--- config.mk ---
export PLATFORM = sky130hd
export DESIGN_NAME = uart_rx_brk
export DESIGN_NICKNAME = d
export VERILOG_FILES = /design/src/rtl/uart_rx_pkg.sv /design/src/rtl/uart_rx_sync.sv /design/src/rtl/uart_rx_frame.sv /design/src/rtl/uart_rx_fifo.sv /design/src/rtl/uart_rx_brk.sv
export SDC_FILE = /design/constraint.sdc
export NUM_CORES = 1
export LEC_CHECK = 0
export ABC_CLOCK_PERIOD_IN_PS = 2150
export BUFFER_PORTS_ARGS = -buffer_cell sky130_fd_sc_hd__buf_2
export CORE_AREA = 5 5 95 97
export DETAILED_ROUTE_END_ITERATION = 8
export DIE_AREA = 0 0 100 102
export PLACE_DENSITY = 0.73
export SLEW_MARGIN = 20
export SYNTH_ARGS = -nofsm -noshare
export SYNTH_HDL_FRONTEND = slang
export SYNTH_SLANG_ARGS = --single-unit
export TNS_END_PERCENT = 10
--- constraint.sdc ---
create_clock -name clk -period 2.15 [get_ports clk]
set_clock_uncertainty 0.05 [all_clocks]
set_input_delay 0 -clock clk [delete_from_list [all_inputs] [get_ports clk]]
set_output_delay 0 -clock clk [all_outputs]
set_load 0.005 [all_outputs]
--- src/rtl/uart_rx_pkg.sv ---
package uart_rx_pkg;

    typedef enum logic [1:0] {
        PAR_NONE  = 2'd0,
        PAR_EVEN  = 2'd1,
        PAR_ODD   = 2'd2,
        PAR_FIXED = 2'd3
    } par_mode_e;

    typedef enum logic [2:0] {
        FR_HUNT,
        FR_START,
        FR_DATA,
        FR_PAR,
        FR_STOP,
        FR_SKIP,
        FR_BRK
    } fr_state_e;

    typedef struct packed {
        logic       brk;
        logic       ovr;
        logic       ferr;
        logic       perr;
        logic [7:0] data;
    } rx_word_t;

    // Parity check result for a received character
    function automatic logic parity_fault(input logic [7:0] d, input par_mode_e m,
                                          input logic fixv, input logic pbit);
        logic f;
        case (m)
            PAR_EVEN:  f = (^d) ^ pbit;
            PAR_ODD:   f = ~((^d) ^ pbit);
            PAR_FIXED: f = (pbit != fixv);
            default:   f = 1'b0;
        endcase
        return f;
    endfunction

    // Index of the final data bit for a length code
    function automatic logic [2:0] last_bit_idx(input logic [1:0] len);
        return 3'(len) + 3'd4;
    endfunction

endpackage

--- src/rtl/uart_rx_sync.sv ---
module uart_rx_sync #(
    parameter int STAGES = 2
) (
    input  logic clk,
    input  logic rst,
    input  logic din,
    output logic dout
);
    logic [STAGES-1:0] chain;

    generate
        if (STAGES == 1) begin : g_single
            always_ff @(posedge clk) begin
                if (rst) chain <= '1;
                else     chain <= din;
            end
        end else begin : g_multi
            always_ff @(posedge clk) begin
                if (rst) chain <= '1;
                else     chain <= {chain[STAGES-2:0], din};
            end
        end
    endgenerate

    assign dout = chain[STAGES-1];
endmodule

--- src/rtl/uart_rx_frame.sv ---
module uart_rx_frame
    import uart_rx_pkg::*;
#(
    parameter int OVS = 16
) (
    input  logic      clk,
    input  logic      rst,
    input  logic      tick,
    input  logic      rx,
    input  logic [1:0] cfg_len,
    input  par_mode_e cfg_par,
    input  logic      cfg_par_val,
    output logic      word_vld,
    output rx_word_t  word,
    output logic      brk_start,
    output logic      brk_end
);
    localparam int CW = $clog2(OVS);
    localparam logic [CW-1:0] LAST_TICK = CW'(OVS - 1);
    localparam logic [CW-1:0] HALF_LAST = CW'(OVS / 2 - 1);

    fr_state_e   state;
    logic [CW-1:0] cnt;
    logic [2:0]  bit_idx;
    logic [7:0]  shreg;
    logic        pbit;
    logic        perr_now;
    logic        has_par;
    logic [2:0]  last_idx;

    assign has_par  = (cfg_par != PAR_NONE);
    assign last_idx = last_bit_idx(cfg_len);
    assign perr_now = parity_fault(shreg, cfg_par, cfg_par_val, pbit);

    always_ff @(posedge clk) begin
        if (rst) begin
            state     <= FR_HUNT;
            cnt       <= '0;
            bit_idx   <= '0;
            shreg     <= '0;
            pbit      <= 1'b0;
            word_vld  <= 1'b0;
            word      <= '0;
            brk_start <= 1'b0;
            brk_end   <= 1'b0;
        end else begin
            word_vld  <= 1'b0;
            brk_start <= 1'b0;
            brk_end   <= 1'b0;
            if (tick) begin
                case (state)
                    FR_HUNT: begin
                        if (!rx) begin
                            state <= FR_START;
                            cnt   <= CW'(1);
                        end
                    end
                    FR_START: begin
                        if (cnt == HALF_LAST) begin
                            cnt <= '0;
                            if (rx) begin
                                state <= FR_HUNT;
                            end else begin
                                state   <= FR_DATA;
                                bit_idx <= '0;
                                shreg   <= '0;
                                pbit    <= 1'b0;
                            end
                        end else begin
                            cnt <= cnt + CW'(1);
                        end
                    end
                    FR_DATA: begin
                        if (cnt == LAST_TICK) begin
                            cnt            <= '0;
                            shreg[bit_idx] <= rx;
                            if (bit_idx == last_idx) begin
                                state <= has_par ? FR_PAR : FR_STOP;
                            end else begin
                                bit_idx <= bit_idx + 3'd1;
                            end
                        end else begin
                            cnt <= cnt + CW'(1);
                        end
                    end
                    FR_PAR: begin
                        if (cnt == LAST_TICK) begin
                            cnt   <= '0;
                            pbit  <= rx;
                            state <= FR_STOP;
                        end else begin
                            cnt <= cnt + CW'(1);
                        end
                    end
                    FR_STOP: begin
                        if (cnt == LAST_TICK) begin
                            cnt       <= '0;
                            word_vld  <= 1'b1;
                            word.data <= shreg;
                            word.ovr  <= 1'b0;
                            if (rx) begin
                                word.brk  <= 1'b0;
                                word.ferr <= 1'b0;
                                word.perr <= perr_now;
                                state     <= FR_HUNT;
                            end else if (shreg == 8'h00 && !(has_par && pbit)) begin
                                word.brk  <= 1'b1;
                                word.ferr <= 1'b1;
                                word.perr <= 1'b0;
                                brk_start <= 1'b1;
                                state     <= FR_BRK;
                            end else begin
                                word.brk  <= 1'b0;
                                word.ferr <= 1'b1;
                                word.perr <= perr_now;
                                state     <= FR_SKIP;
                            end
                        end else begin
                            cnt <= cnt + CW'(1);
                        end
                    end
                    FR_SKIP: begin
                        if (cnt == HALF_LAST) begin
                            cnt   <= '0;
                            state <= FR_HUNT;
                        end else begin
                            cnt <= cnt + CW'(1);
                        end
                    end
                    FR_BRK: begin
                        if (rx) begin
                            brk_end <= 1'b1;
                            state   <= FR_HUNT;
                        end
                    end
                    default: state <= FR_HUNT;
                endcase
            end
        end
    end
endmodule

--- src/rtl/uart_rx_fifo.sv ---
module uart_rx_fifo
    import uart_rx_pkg::*;
#(
    parameter int DEPTH = 4,
    parameter int LVW   = $clog2(DEPTH + 1)
) (
    input  logic           clk,
    input  logic           rst,
    input  logic           wr_en,
    input  rx_word_t       wr_word,
    input  logic           rd_en,
    output rx_word_t       rd_word,
    output logic           empty,
    output logic           full,
    output logic [LVW-1:0] level
);
    localparam int PW = (DEPTH > 1) ? $clog2(DEPTH) : 1;
    localparam logic [PW-1:0]  PTR_LAST = PW'(DEPTH - 1);
    localparam logic [LVW-1:0] LVL_FULL = LVW'(DEPTH);

    rx_word_t      mem [DEPTH];
    logic [PW-1:0] rd_ptr;
    logic [PW-1:0] wr_ptr;
    logic          do_rd;
    logic          do_wr;

    function automatic logic [PW-1:0] ptr_next(input logic [PW-1:0] p);
        return (p == PTR_LAST) ? '0 : p + PW'(1);
    endfunction

    assign empty = (level == '0);
    assign full  = (level == LVL_FULL);
    assign do_rd = rd_en && !empty;
    assign do_wr = wr_en && (!full || do_rd);
    assign rd_word = mem[rd_ptr];

    always_ff @(posedge clk) begin
        if (do_wr) mem[wr_ptr] <= wr_word;
    end

    always_ff @(posedge clk) begin
        if (rst) begin
            rd_ptr <= '0;
            wr_ptr <= '0;
            level  <= '0;
        end else begin
            if (do_rd) rd_ptr <= ptr_next(rd_ptr);
            if (do_wr) wr_ptr <= ptr_next(wr_ptr);
            if (do_wr && !do_rd)      level <= level + LVW'(1);
            else if (do_rd && !do_wr) level <= level - LVW'(1);
        end
    end
endmodule

--- src/rtl/uart_rx_brk.sv ---
module uart_rx_brk
    import uart_rx_pkg::*;
#(
    parameter int OVS         = 16,
    parameter int FIFO_DEPTH  = 4,
    parameter int SYNC_STAGES = 2
) (
    input  logic       clk,
    input  logic       rst,
    input  logic       samp_en,
    input  logic       rxd,
    input  logic [1:0] cfg_len,
    input  logic [1:0] cfg_par,
    input  logic       cfg_par_val,
    input  logic       cmp_en,
    input  logic [7:0] cmp_val,
    input  logic       pop,
    output logic       rd_valid,
    output logic [7:0] rd_data,
    output logic       rd_perr,
    output logic       rd_ferr,
    output logic       rd_ovr,
    output logic       rd_brk,
    output logic       brk_start,
    output logic       brk_end,
    output logic       cmp_match
);
    localparam int LVW = $clog2(FIFO_DEPTH + 1);

    logic           rx_s;
    logic           fr_vld;
    rx_word_t       fr_word;
    rx_word_t       wr_word;
    rx_word_t       head;
    logic           fifo_empty;
    logic           fifo_full;
    logic [LVW-1:0] fifo_level;
    logic           accept;
    logic           ovr_pend;

    uart_rx_sync #(.STAGES(SYNC_STAGES)) u_sync (
        .clk  (clk),
        .rst  (rst),
        .din  (rxd),
        .dout (rx_s)
    );

    uart_rx_frame #(.OVS(OVS)) u_frame (
        .clk         (clk),
        .rst         (rst),
        .tick        (samp_en),
        .rx          (rx_s),
        .cfg_len     (cfg_len),
        .cfg_par     (par_mode_e'(cfg_par)),
        .cfg_par_val (cfg_par_val),
        .word_vld    (fr_vld),
        .word        (fr_word),
        .brk_start   (brk_start),
        .brk_end     (brk_end)
    );

    // A full FIFO still takes a word when the head leaves in the same cycle
    assign accept = fr_vld && (!fifo_full || pop);

    always_comb begin
        wr_word     = fr_word;
        wr_word.ovr = ovr_pend;
    end

    always_ff @(posedge clk) begin
        if (rst) begin
            ovr_pend <= 1'b0;
        end else if (fr_vld) begin
            ovr_pend <= !accept;
        end
    end

    uart_rx_fifo #(.DEPTH(FIFO_DEPTH), .LVW(LVW)) u_fifo (
        .clk     (clk),
        .rst     (rst),
        .wr_en   (accept),
        .wr_word (wr_word),
        .rd_en   (pop),
        .rd_word (head),
        .empty   (fifo_empty),
        .full    (fifo_full),
        .level   (fifo_level)
    );

    always_ff @(posedge clk) begin
        if (rst) begin
            cmp_match <= 1'b0;
        end else begin
            cmp_match <= fr_vld && !fr_word.brk && cmp_en && (fr_word.data == cmp_val);
        end
    end

    assign rd_valid = !fifo_empty;
    assign rd_data  = head.data;
    assign rd_perr  = head.perr;
    assign rd_ferr  = head.ferr;
    assign rd_ovr   = head.ovr;
    assign rd_brk   = head.brk;
endmodule

==> flow_summary.toml <==
[run_status]
outcome = "finished, final reports clean"

[global_routing]
wire_length_of_the_first_global_routing_pass_um = 13800
grt.total_usage = 0.172
grt_start_max_net_pins = 46
grt-ovfl-total = 0
grt_antenna_before_repair = 0
number_of_global_route_vias_before_repair = 2808

[routing]
initialDrtViolationCount = 180
routed_wire_length_per_instance_um = 16.1
drt_pass1_iterations = 6
post-route-drc-count = 0
viasPerCell = 5.60
final_routed_wirelength_um = 8280
via_count = 2886
postRouteAntennaNets = 0

[floorplanning]
dieWidth_um = 100
fp.coreArea_mm2 = 0.00805
ioPinCount = 35
start_util = 0.529
floorplan_row_count = 33
die_area_mm2 = 0.0102
die_height_um = 102

[layout]
finish.net_count = 438
antenna_diode_instance_count = 0
finish.cell_count_without_fillers = 515
area_delta_synth_final_pct = 14.8
post-route-util = 0.607
fillerInstances = 655
layout-drive-gt1-share = 0.224

[sta]
slew_viol_final = 0
finalSetupViolCount = 0
final.min_clock_period_ns = 2.11
timing.final.ws_setup_ns = 0.0421
fin_crit_sh = 0.980
final_hold_viol_count = 0
timing.fmax_ghz = 0.474
max-slew-margin-rel = 0.465
worst_pin_slew_ns = 0.802

[synthesis]
syn-mean-instance-area_um2 = 11.7
post_synth_inst_count = 363
yosys.area_share.simple = 0.137
yosys.area_share.xor_xnor = 0.0361
yosys_warnings = 0
synth_enable_flop_cells = 48
synthesis.nets = 395
synthDistinctLibCells = 55
postSynthRegisterBits = 94
yosysSeqAreaShare = 0.555
netlist_area_mm2 = 0.00426
synth-compound-area-share = 0.0911
synth-main-ff-cell = "sky130_fd_sc_hd__edfxtp_1"
synth.mux.area_fraction = 0.104
largest_family_of_logic_cells_by_synthesized_area = "simple AND/OR/NAND/NOR gates"
ys_async_sr_fraction = 0
yosys.area_share.adder = 0.0400

[placed_design]
place.gp.congestion = 0.835
dpl_worst_slack_ns = -0.0391
buffer_ports.inserted = 34
placed_cells = 494
dp_hpwl_um = 5600

[power]
pwr-share-clk = 0.414
power_frac_seq = 0.554
worst_ir_drop_vdd_v = 0.000306
total_power_mw = 3.39
power.switching_fraction = 0.203
cellPowerDensity_mw_per_mm2 = 693
p_int_mw = 2.70
net-switching-power_uw = 688
static-leakage-power_nw = 1.81
p_comb_frac = 0.032

[clocking]
clock_tree.htree_level_count = 3
clkSlewWorstSetupHoldPaths_ns = 0.09
clk_latency_ns = 0.36
clock_tree_from_tritoncts = "yes"
numClockSinks = 94
cts_inserted_buffers = 9
cts.path.max_buffers = 2
postCtsSetupBuffers = 0
clk_root_buffer_cell = "sky130_fd_sc_hd__clkbuf_8"

[setup_path]
critPathRequiredTime_ns = 2.40
r2r_start = "u_frame.word[7]"
worst_setup_path_end_kind = "flop"
crit_arrival_ns = 2.36
path_class = "flop to flop"
cp_max_fo = 6
timing.critical_path.from = "u_frame.word[7]"
cp-start-kind = "flop"

[min_path]
hp-start = "cfg_par_val"
timing.hold.worst.class = "input port to flop"

[job]
drv_cap = 0
-- critical path, stage by stage (launching register included) --
cell and delay, ns:
sky130_fd_sc_hd__dfxtp_2 0.38, sky130_fd_sc_hd__xnor2_2 0.21, sky130_fd_sc_hd__nand4_1 0.11, sky130_fd_sc_hd__dlygate4sd3_1 0.56, sky130_fd_sc_hd__nor3_1 0.18, sky130_fd_sc_hd__dlygate4sd3_1 0.56
-- cell families after synthesis --
logic type      after synthesis
flops                        94
xor+xnor                     16
buf+inv                      35
fa+ha+maj                    13
mux                          29
simple gates                113
compound gates               63
-- cell usage after synthesis (2+ instances only) --
| master | n | share of area |
|---|---|---|
| sky130_fd_sc_hd__a211oi_1 | 2 | 0.0035 |
| sky130_fd_sc_hd__or2_2 | 3 | 0.0044 |
| sky130_fd_sc_hd__a21oi_1 | 25 | 0.029 |
| sky130_fd_sc_hd__xnor2_1 | 11 | 0.023 |
| sky130_fd_sc_hd__dfxtp_1 | 46 | 0.22 |
| sky130_fd_sc_hd__mux2i_1 | 14 | 0.033 |
| sky130_fd_sc_hd__ha_1 | 12 | 0.035 |
| sky130_fd_sc_hd__xor2_1 | 4 | 0.0082 |
| sky130_fd_sc_hd__nor2_1 | 29 | 0.026 |
| sky130_fd_sc_hd__or3_1 | 4 | 0.0059 |
| sky130_fd_sc_hd__buf_4 | 3 | 0.0053 |
| sky130_fd_sc_hd__nand2b_1 | 6 | 0.0088 |
| sky130_fd_sc_hd__nand3_1 | 13 | 0.015 |
| sky130_fd_sc_hd__nor2b_1 | 5 | 0.0073 |
| sky130_fd_sc_hd__nor3_1 | 8 | 0.0094 |
| sky130_fd_sc_hd__mux4_2 | 12 | 0.063 |
| sky130_fd_sc_hd__o21ai_0 | 14 | 0.016 |
| sky130_fd_sc_hd__and2_1 | 7 | 0.010 |
| sky130_fd_sc_hd__a31oi_1 | 7 | 0.010 |
| sky130_fd_sc_hd__mux2_2 | 3 | 0.0079 |
| sky130_fd_sc_hd__o22ai_1 | 2 | 0.0029 |
| sky130_fd_sc_hd__nand2_1 | 22 | 0.019 |
| sky130_fd_sc_hd__edfxtp_1 | 48 | 0.34 |
| sky130_fd_sc_hd__and3b_1 | 2 | 0.0041 |
| sky130_fd_sc_hd__nand4_1 | 4 | 0.0059 |
| sky130_fd_sc_hd__buf_2 | 7 | 0.0082 |
| sky130_fd_sc_hd__inv_1 | 15 | 0.013 |
| sky130_fd_sc_hd__clkbuf_1 | 8 | 0.0071 |
-- power groups by stage --
stage	Combinational (mW)	Sequential, mW	Clock, mW
after detailed placement	0.101	1.92	0
after global routing	0.120	1.88	1.52
final	0.109	1.88	1.40
after global placement	0.0989	1.92	0
after CTS	0.107	1.88	1.42
after floorplan	0.0676	1.91	0
-- state kept, by name, indices dropped and copies added, names as in the netlist, named ones only --
register / count
u_frame.brk_end: 1
u_frame.brk_start: 1
u_frame.pbit: 1
u_frame.word: 11
cmp_match: 1
u_frame.word_vld: 1
u_fifo.mem: 48
u_fifo.rd_ptr: 2
u_frame.bit_idx: 3
u_frame.shreg: 8
u_fifo.wr_ptr: 2
u_frame.cnt: 4
u_frame.state: 3
u_fifo.level: 3
u_sync.chain: 2
ovr_pend: 1
-- metrics by stage --
| stage | hold slack [ns] | TNS (ns) | area (um2) |
|---|---|---|---|
| CTS | 0.0678 | 0 | 4870 |
| global route | 0.0848 | -0.0155 | 4890 |
| floorplan | 0.0538 | 0 | 4260 |
| finish | 0.0814 | 0 | 4890 |
| global placement | 0.135 | 0 | 4550 |
| detailed placement | 0.136 | -0.0391 | 4550 |
-- routing by layer --
layer  track usage  up-vias  routed length (um)
li1              -     1413                   -
met1         0.219     1405                3650
met2         0.297       56                4210
met3        0.0375       12                 328
met4        0.0487        0                  92
met5             0        -                   0
-- worst paths after layout --
| check | to | slack (ns) | cells after the start |
|---|---|---|---|
| setup / recovery | cmp_match | 0.04 | 5 |
| hold / removal | u_frame.word[8] | 0.08 | 5 |
| setup reg to reg | cmp_match | 0.04 | 5 |
| hold reg to reg | u_sync.chain[1] | 0.36 | 1 |
-- final cells by class --
cell class	instances	area, um2	share of cell area
Tap cell	105	131	0.0269
Clock buffer	9	124	0.0253
Multi-Input combinational cell	234	1780	0.363
Sequential cell	94	2360	0.484
Timing Repair Buffer	52	320	0.0655
Inverter	15	56.3	0.0115
Clock inverter	6	119	0.0243
-- layout by cell type (no fill, tap or decap), types with 4 or more instances in the layout --
| master | count |
|---|---|
| sky130_fd_sc_hd__nor2_1 | 29 |
| sky130_fd_sc_hd__nand3_1 | 13 |
| sky130_fd_sc_hd__a21oi_1 | 25 |
| sky130_fd_sc_hd__o21ai_0 | 14 |
| sky130_fd_sc_hd__dfxtp_1 | 44 |
| sky130_fd_sc_hd__nand2_1 | 21 |
| sky130_fd_sc_hd__clkbuf_8 | 9 |
| sky130_fd_sc_hd__mux4_2 | 12 |
| sky130_fd_sc_hd__buf_4 | 12 |
| sky130_fd_sc_hd__a31oi_1 | 7 |
| sky130_fd_sc_hd__buf_2 | 34 |
| sky130_fd_sc_hd__edfxtp_1 | 48 |
| sky130_fd_sc_hd__dlygate4sd3_1 | 6 |
| sky130_fd_sc_hd__xor2_1 | 4 |
| sky130_fd_sc_hd__nor3_1 | 8 |
| sky130_fd_sc_hd__and2_1 | 7 |
| sky130_fd_sc_hd__ha_1 | 10 |
| sky130_fd_sc_hd__mux2i_1 | 14 |
| sky130_fd_sc_hd__nand2b_1 | 6 |
| sky130_fd_sc_hd__nor2b_1 | 5 |
| sky130_fd_sc_hd__xnor2_1 | 10 |
| sky130_fd_sc_hd__nand4_1 | 4 |
| sky130_fd_sc_hd__inv_1 | 15 |
-- timing repair --
item                                   4_1_cts  5_1_grt
hold buffers                                 6        0
endpoints found under the hold margin        5        0
gates cloned                                 0        0
setup endpoints to repair                    1        3
resized for setup                            4        5
pin swaps                                    0        0
No activity file was read; power rests on OpenSTA's default activity.
